===== config.mk =====
export PLATFORM = sky130hd
export DESIGN_NAME = z80_io_wait_bridge
export DESIGN_NICKNAME = d
export VERILOG_FILES = /design/src/rtl/iobr_pkg.sv /design/src/rtl/iobr_decode.sv /design/src/rtl/iobr_state.sv /design/src/rtl/z80_io_wait_bridge.sv
export SDC_FILE = /design/constraint.sdc
export NUM_CORES = 1
export LEC_CHECK = 0
export BUFFER_PORTS_ARGS = -buffer_cell sky130_fd_sc_hd__buf_2
export CORE_MARGIN = 8
export CORE_UTILIZATION = 37
export DETAILED_ROUTE_END_ITERATION = 8
export HOLD_SLACK_MARGIN = 0.08
export PLACE_DENSITY_LB_ADDON = 0.3
export SLEW_MARGIN = 10
export SYNTH_ARGS = -nofsm -noshare
export SYNTH_HDL_FRONTEND = slang
export SYNTH_HIERARCHICAL = 1
export SYNTH_SLANG_ARGS = --single-unit

===== constraint.sdc =====
create_clock -name clk -period 1.8 [get_ports clk]
set_input_delay 0.36 -clock clk [delete_from_list [all_inputs] [get_ports clk]]
set_output_delay 0.36 -clock clk [all_outputs]
set_load 0.01 [all_outputs]

===== src/rtl/iobr_pkg.sv =====
package iobr_pkg;
    parameter int BUS_W = 8;

    typedef struct packed {
        logic             stall;
        logic             served;
        logic             wr;
        logic             sel;
        logic [BUS_W-1:0] wdata;
        logic [BUS_W-1:0] rdata;
    } iobr_state_t;
endpackage


===== src/rtl/iobr_decode.sv =====
module iobr_decode (
    input  logic rst,
    input  logic iorq_n,
    input  logic rd_n,
    input  logic wr_n,
    input  logic m1_n,
    input  logic stall,
    input  logic served,
    output logic start,
    output logic is_write,
    output logic drive
);
    logic io_active;
    logic strobe;

    always_comb begin
        io_active = !iorq_n && m1_n;
        strobe    = !rd_n || !wr_n;
        start     = !rst && io_active && strobe && !stall && !served;
        is_write  = !wr_n;
        drive     = io_active && !rd_n;
    end
endmodule


===== src/rtl/iobr_state.sv =====
module iobr_state
    import iobr_pkg::*;
(
    input  logic             clk,
    input  logic             rst,
    input  logic             iorq_n,
    input  logic             start,
    input  logic             is_write,
    input  logic             a0,
    input  logic [BUS_W-1:0] bus_din,
    input  logic             clr,
    input  logic [BUS_W-1:0] clr_rdata,
    output iobr_state_t      st_q
);
    iobr_state_t st_d;

    always_comb begin
        st_d = st_q;
        if (start) begin
            st_d.stall = 1'b1;
            st_d.wr    = is_write;
            st_d.sel   = a0;
            st_d.wdata = is_write ? bus_din : '0;
        end else if (st_q.stall && clr) begin
            st_d.stall  = 1'b0;
            st_d.served = 1'b1;
            if (!st_q.wr) begin
                st_d.rdata = clr_rdata;
            end
        end else if (iorq_n) begin
            st_d.served = 1'b0;
        end
    end

    always_ff @(posedge clk) begin
        if (rst) begin
            st_q <= '0;
        end else begin
            st_q <= st_d;
        end
    end
endmodule


===== src/rtl/z80_io_wait_bridge.sv =====
module z80_io_wait_bridge
    import iobr_pkg::*;
(
    input  logic             clk,
    input  logic             rst,
    input  logic             iorq_n,
    input  logic             rd_n,
    input  logic             wr_n,
    input  logic             m1_n,
    input  logic             a0,
    input  logic [BUS_W-1:0] bus_din,
    output logic [BUS_W-1:0] bus_dout,
    output logic             bus_oe,
    output logic             wait_n,
    output logic             svc_req,
    output logic             svc_write,
    output logic             svc_sel,
    output logic [BUS_W-1:0] svc_wdata,
    input  logic             svc_clr,
    input  logic [BUS_W-1:0] svc_rdata
);
    iobr_state_t st_q;
    logic        start;
    logic        is_write;
    logic        drive;

    iobr_decode u_dec (
        .rst      (rst),
        .iorq_n   (iorq_n),
        .rd_n     (rd_n),
        .wr_n     (wr_n),
        .m1_n     (m1_n),
        .stall    (st_q.stall),
        .served   (st_q.served),
        .start    (start),
        .is_write (is_write),
        .drive    (drive)
    );

    iobr_state u_st (
        .clk       (clk),
        .rst       (rst),
        .iorq_n    (iorq_n),
        .start     (start),
        .is_write  (is_write),
        .a0        (a0),
        .bus_din   (bus_din),
        .clr       (svc_clr),
        .clr_rdata (svc_rdata),
        .st_q      (st_q)
    );

    always_comb begin
        wait_n    = !(st_q.stall || start);
        svc_req   = st_q.stall;
        svc_write = st_q.wr;
        svc_sel   = st_q.sel;
        svc_wdata = st_q.wdata;
        bus_dout  = st_q.rdata;
        bus_oe    = drive;
    end
endmodule


==> results.yml, run 1 <==
critical_path:
  ff2ff_path_depth: 8
  critPathMaxStageDelay_ns: 0.52
  endpoint_kind: "output port"
  crit_type: "reg2out"
  crit_path_start_kind: "flop"
  reg2reg_from: "u_st/st_q[18]$_SDFFE_PP0P_"
  critical_path_required_ns: 1.44
  reg2reg_setup_slack_ns: 0.02
  cp.arrival_ns: 1.64
  r2r-end: "u_st/st_q[13]$_SDFFE_PP0P_"
  path_delay_family: "simple AND/OR/NAND/NOR gates"
  path_buf_inv: 2
  cp_cell_sequence: "or4b_4, a211oi_4, buf_6, nor2_1, buf_2"
  crit_slowest_cell: "or4b_4"
  crit_fanout: 2
synth:
  yosysTopAreaCell: "dfxtp_1"
  avgSynthCellArea_um2: 9.89
  yosysUniqueCellTypes: 18
  yosysMostFrequentCell: "dfxtp_1"
  synth_common_cells: "dfxtp_1, nor2_1, mux2i_1"
  synth_nets: 99
  ys_warn_count: 6
  synth_flop_cell: "dfxtp_1"
  seq_area_frac_synth_pct: 54.0
  ys_ff_latch: 20
  async_flop_share_pct: 0
  synth_edf_count: 0
  synth_area_um2: 742
  syn_inst: 75
  synth_top_cell_area_share_pct: 54.0
  synth_area_leaders: "dfxtp_1, mux2i_1, nor2_1"
cts:
  cts_buffers: 3
  clk_pin_slew_ns: 0.10
  clock-sinks: 20
  cts_tree: "yes"
  htreeDepth: 1
  clock-root-buffer: "clkbuf_4"
  cts_buffer_depth: 2
  insertion_delay_ns: 0.29
drt:
  num_vias: 687
  antenna_left: 0
  drc_errors: 0
  dr.first_iter.drc_count: 19
  wire_per_inst_um: 13.1
  vias_per_cell: 4.61
  firstDrtPassIters: 2
  routed_wirelength_mm: 1.95
min_path:
  hp-class: "in2reg"
  hp-start: "bus_din[6]"
  worstHoldEndpoint: "u_st/st_q[14]$_SDFFE_PP0P_"
  whs_path_depth: 3
pwr:
  p_clk_share_pct: 26.9
  switching_share_pct: 22.5
  p_int_uw: 572
  pwr-share-comb_pct: 11.5
  leakagePower_uw: 0.000496
  ir_worst_vdd_mv: 0.454
  p_seq_share_pct: 61.6
  p_per_area_nw_per_um2: 699
  netSwitchingPower_uw: 167
sta:
  fin_skew_ns: 0.00525
  tns_ns: -0.202
  hold_viol_final: 0
  slew_headroom_pct: 81.1
  fmax_ghz: 0.500
  min_period_ns: 2.00
  slew_violations: 0
  finalSetupViolCount: 1
  rsz0062_at_grt: "yes"
  worst_hold_slack_ns: 0.298
  fin_crit_sh_pct: 111
  finalWorstSetupSlack_ns: -0.202
  worst_pin_slew_ns: 0.283
placement:
  place_hpwl_mm: 1.52
  dp_slack_ns: -0.129
  gp_congestion: 0.739
  placed_area_um2: 1020
  io_buffers: 44
floorplan:
  fp.dieW_um: 60.8
  initial_core_util_pct: 38.6
  die_y_um: 60.8
  num_io_pins: 45
  rows: 16
  die-area_um2: 3690
  fp.coreArea_um2: 1920
global_route:
  antenna_found_initial: 0
  grt_pass1_vias: 759
  grt_overflow: 0
  grt_pass1_wl_mm: 3.10
  grt_usage_pct: 11.2
  grt_max_degree: 21
final_layout:
  final_area_um2: 1060
  largest_register_ffs: 20
  num-nets-final: 148
  utilization_pct: 55.0
  largest_register: "u_st/st_q"
  syn2layout_area_growth_pct: 42.5
  drive_above_1_share_pct: 46.7
  n_antenna_cell: 0
  top_regs: "u_st/st_q: 20 flops"
run:
  drv_cap: 0
outcome:
  failed_checks: "setup timing"
  status: "finished with violations"
==> area by class of cell <==
cell class                      count  area [um2]
Multi-Input combinational cell     47         315
Timing Repair Buffer               49         274
Tap cell                           27        33.8
Fill cell                         197         865
Sequential cell                    20         400
Inverter                            3        11.3
Clock buffer                        3        22.5
==> metrics by stage <==
step / cells / total power, uW
after floorplan: 75 / 500
after global placement: 145 / 547
after detailed placement: 145 / 548
after CTS: 149 / 752
after global routing: 149 / 787
final: 149 / 739
==> worst reg2reg max path: stages, from the launching register on <==
cell	delay (ns)
dfxtp_1	0.32
or4b_4	0.52
a211oi_4	0.21
buf_6	0.13
buf_4	0.12
and2_4	0.15
buf_12	0.11
a22oi_1	0.06
nor2_1	0.10
==> placed cells by master (no fill, tap or decap), drive strengths merged <==
cell / synthesis / routed
and2: 1 / 1
a211oi: 1 / 1
nor3b: 1 / 1
buf: 3 / 49
inv: 3 / 3
and4bb: 1 / 1
o21ai: 1 / 1
a22oi: 8 / 8
nor2: 19 / 19
nand3: 1 / 1
a21oi: 3 / 3
mux2i: 9 / 9
dfxtp: 20 / 20
or4b: 1 / 1
nand2b: 1 / 1
clkbuf: 2 / 3
==> power by group through the flow <==
stage | clock [uW] | sequential (uW) | combinational, uW
detailed placement | 0 | 465 | 82.9
CTS | 211 | 455 | 85.9
global route | 238 | 457 | 92.6
finish | 199 | 455 | 84.9
floorplan | 0 | 468 | 32.1
global placement | 0 | 465 | 81.8
==> how the worst max path moves through the flow <==
stage / endpoint / start / cells after the start / slack [ns]
2_1_floorplan: u_st/st_q[5]$_SDFFE_PP0P_ / iorq_n / 6 / -0.01
3_3_place_gp: u_st/st_q[6]$_SDFFE_PP0P_ / iorq_n / 6 / -0.13
3_5_place_dp: u_st/st_q[7]$_SDFFE_PP0P_ / iorq_n / 6 / -0.13
4_1_cts: wait_n / u_st/st_q[18]$_SDFFE_PP0P_ / 5 / -0.19
5_1_grt: wait_n / u_st/st_q[18]$_SDFFE_PP0P_ / 5 / -0.27
6_report: wait_n / u_st/st_q[18]$_SDFFE_PP0P_ / 5 / -0.20
==> cells by family after synthesis <==
| logic type | after synthesis | share of synthesized area [%] |
|---|---|---|
| buffers and inverters | 8 | 5.40 |
| flip-flops | 20 | 54.0 |
| AND/OR/NAND/NOR | 25 | 16.0 |
| AO/OA/AOI/OAI | 13 | 12.5 |
| multiplexers | 9 | 12.1 |
==> metal layers <==
metal	vias to the layer above	global-route usage [%]	wire length [um]
met4	0	5.98	12
met2	20	19.3	999
met1	314	11.3	811
met5	-	0	0
met3	2	4.45	130
li1	351	-	-
==> what timing repair did <==
item,4_1_cts,5_1_grt
hold buffers,0,0
resized for setup,2,1
setup endpoints to repair,1,15
pin swaps,0,0
buffers inserted,1,0
(Power assumes the default switching activity.)
==> run 2, diff against run 1 <==
--- a/config.mk
+++ b/config.mk
@@ -11,6 +11,7 @@
 export DETAILED_ROUTE_END_ITERATION = 8
 export HOLD_SLACK_MARGIN = 0.08
 export PLACE_DENSITY_LB_ADDON = 0.3
+export REMOVE_ABC_BUFFERS = 1
 export SLEW_MARGIN = 10
 export SYNTH_ARGS = -nofsm -noshare
 export SYNTH_HDL_FRONTEND = slang
==> results.yml, run 2 (synthesis results as in run 1) <==
pwr:
  p_clk_share_pct: 26.1
  leakagePower_uw: 0.000495
  switching_share_pct: 21.9
  netSwitchingPower_uw: 160
  p_seq_share_pct: 62.1
  p_int_uw: 572
  p_per_area_nw_per_um2: 687
  pwr-share-comb_pct: 11.8
  ir_worst_vdd_mv: 0.669
outcome:
  status: "finished with violations"
  failed_checks: "setup timing"
floorplan:
  rows: 16
  fp.coreArea_um2: 1920
  die_y_um: 60.8
  num_io_pins: 45
  fp.dieW_um: 60.8
  die-area_um2: 3690
  initial_core_util_pct: 38.6
sta:
  hold_viol_final: 0
  tns_ns: -0.162
  slew_headroom_pct: 80.9
  fin_skew_ns: 0.00694
  fin_crit_sh_pct: 109
  min_period_ns: 1.96
  worst_pin_slew_ns: 0.287
  rsz0062_at_grt: "yes"
  slew_violations: 0
  finalWorstSetupSlack_ns: -0.162
  fmax_ghz: 0.510
  finalSetupViolCount: 1
critical_path:
  crit_type: "reg2out"
  crit_fanout: 2
  crit_end: "wait_n"
  ff2ff_path_depth: 8
  r2r-end: "u_st/st_q[10]$_SDFFE_PP0P_"
  reg2reg_setup_slack_ns: 0.04
  reg2reg_from: "u_st/st_q[18]$_SDFFE_PP0P_"
  critical_path_required_ns: 1.44
  endpoint_kind: "output port"
  cp.arrival_ns: 1.60
  critPathLaunch: "u_st/st_q[18]$_SDFFE_PP0P_"
  crit_path_start_kind: "flop"
final_layout:
  n_antenna_cell: 0
  final_cell_mix: "buf_2, nor2_1, dfxtp_1"
  syn2layout_area_growth_pct: 43.7
  final_common_cell: "buf_2"
  stdcell_count: 149
  drive_above_1_share_pct: 51.6
  num-nets-final: 148
  largest_register_ffs: 20
  top_regs: "u_st/st_q: 20 flops"
  largest_register: "u_st/st_q"
drt:
  firstDrtPassIters: 6
  num_vias: 711
  vias_per_cell: 4.77
  antenna_left: 0
  routed_wirelength_mm: 1.99
  drc_errors: 0
  wire_per_inst_um: 13.4
  dr.first_iter.drc_count: 26
global_route:
  grt_usage_pct: 10.3
  grt_overflow: 0
  antenna_found_initial: 0
  grt_pass1_vias: 680
  grt_max_degree: 21
  grt_pass1_wl_mm: 2.95
placement:
  gp_congestion: 0.628
  place_hpwl_mm: 1.52
  post-place-cells: 144
  io_buffers: 44
cts:
  cts_tree: "yes"
  clock-sinks: 20
  insertion_delay_ns: 0.28
  clock-root-buffer: "clkbuf_4"
  cts_buffers: 3
  cts_buffer_depth: 2
  clk_pin_slew_ns: 0.10
  htreeDepth: 1
run:
  drv_cap: 0
min_path:
  hp-class: "in2reg"
-- run 2: changes by cell type in the layout (fill, tap and decap cells not counted) --
cell,before,now
buf_12,1,0
dfxtp_1,20,19
inv_2,1,0
a211oi_2,0,1
dfxtp_2,0,1
and2_2,0,1
a211oi_4,1,0
a22oi_2,0,5
inv_4,0,1
a22oi_1,8,3
-- run 2: layer usage --
metal  global-route usage (%)  share of wire [%]
met1                     11.2                 39
met2                     18.4                 50
met3                     5.51                 11
met4                        0                  0
met5                        0                  0
-- run 2: stage by stage --
step                      total power (uW)  cell area (um2)  hold WS, ns  worst slack [ns]  utilization (%)
after floorplan                        491              713        0.429           -0.0902                -
after global placement                 541             1000        0.467            -0.100             52.1
after detailed placement               544             1000        0.474            -0.167             52.1
after CTS                              737             1040        0.294            -0.207             54.1
after global routing                   772             1070        0.298            -0.207             55.5
final                                  732             1070        0.295            -0.162             55.5
-- run 2: layout make-up --
| cell class | count | area [um2] |
|---|---|---|
| Sequential cell | 20 | 402 |
| Clock buffer | 3 | 22.5 |
| Multi-Input combinational cell | 48 | 340 |
| Timing Repair Buffer | 48 | 254 |
| Tap cell | 27 | 33.8 |
| Inverter | 3 | 13.8 |
| Fill cell | 185 | 856 |
-- run 2: worst min path at each step --
stage | from | endpoint | slack, ns | cells past startpoint
6_report | bus_din[4] | u_st/st_q[12]$_SDFFE_PP0P_ | 0.30 | 3
5_1_grt | bus_din[7] | u_st/st_q[15]$_SDFFE_PP0P_ | 0.30 | 3
4_1_cts | bus_din[4] | u_st/st_q[12]$_SDFFE_PP0P_ | 0.29 | 3
3_5_place_dp | u_st/st_q[5]$_SDFFE_PP0P_ | u_st/st_q[5]$_SDFFE_PP0P_ | 0.47 | 2
3_3_place_gp | u_st/st_q[18]$_SDFFE_PP0P_ | u_st/st_q[18]$_SDFFE_PP0P_ | 0.47 | 2
2_1_floorplan | rst | u_st/st_q[18]$_SDFFE_PP0P_ | 0.43 | 1
-- run 2: power groups by stage --
stage	Sequential (uW)	Combinational [uW]	Clock [uW]
after floorplan	468	23.3	0
after CTS	455	82.7	200
after global placement	465	77.0	0
final	455	86.5	191
after global routing	456	94.4	221
after detailed placement	465	79.6	0
-- run 2: critical path: stages, from the launching register on --
cell and delay [ns]:
dfxtp_2 0.33, or4b_4 0.48, a211oi_2 0.19, buf_4 0.15, nor2_1 0.03, buf_2 0.14
-- run 2: what timing repair did --
action | CTS | global route
endpoints found under the setup margin | 1 | 17
gates resized for setup | 3 | 8
hold buffers | 0 | 0
buffers inserted | 1 | 1
pin swaps | 3 | 5
gates cloned | 0 | 1
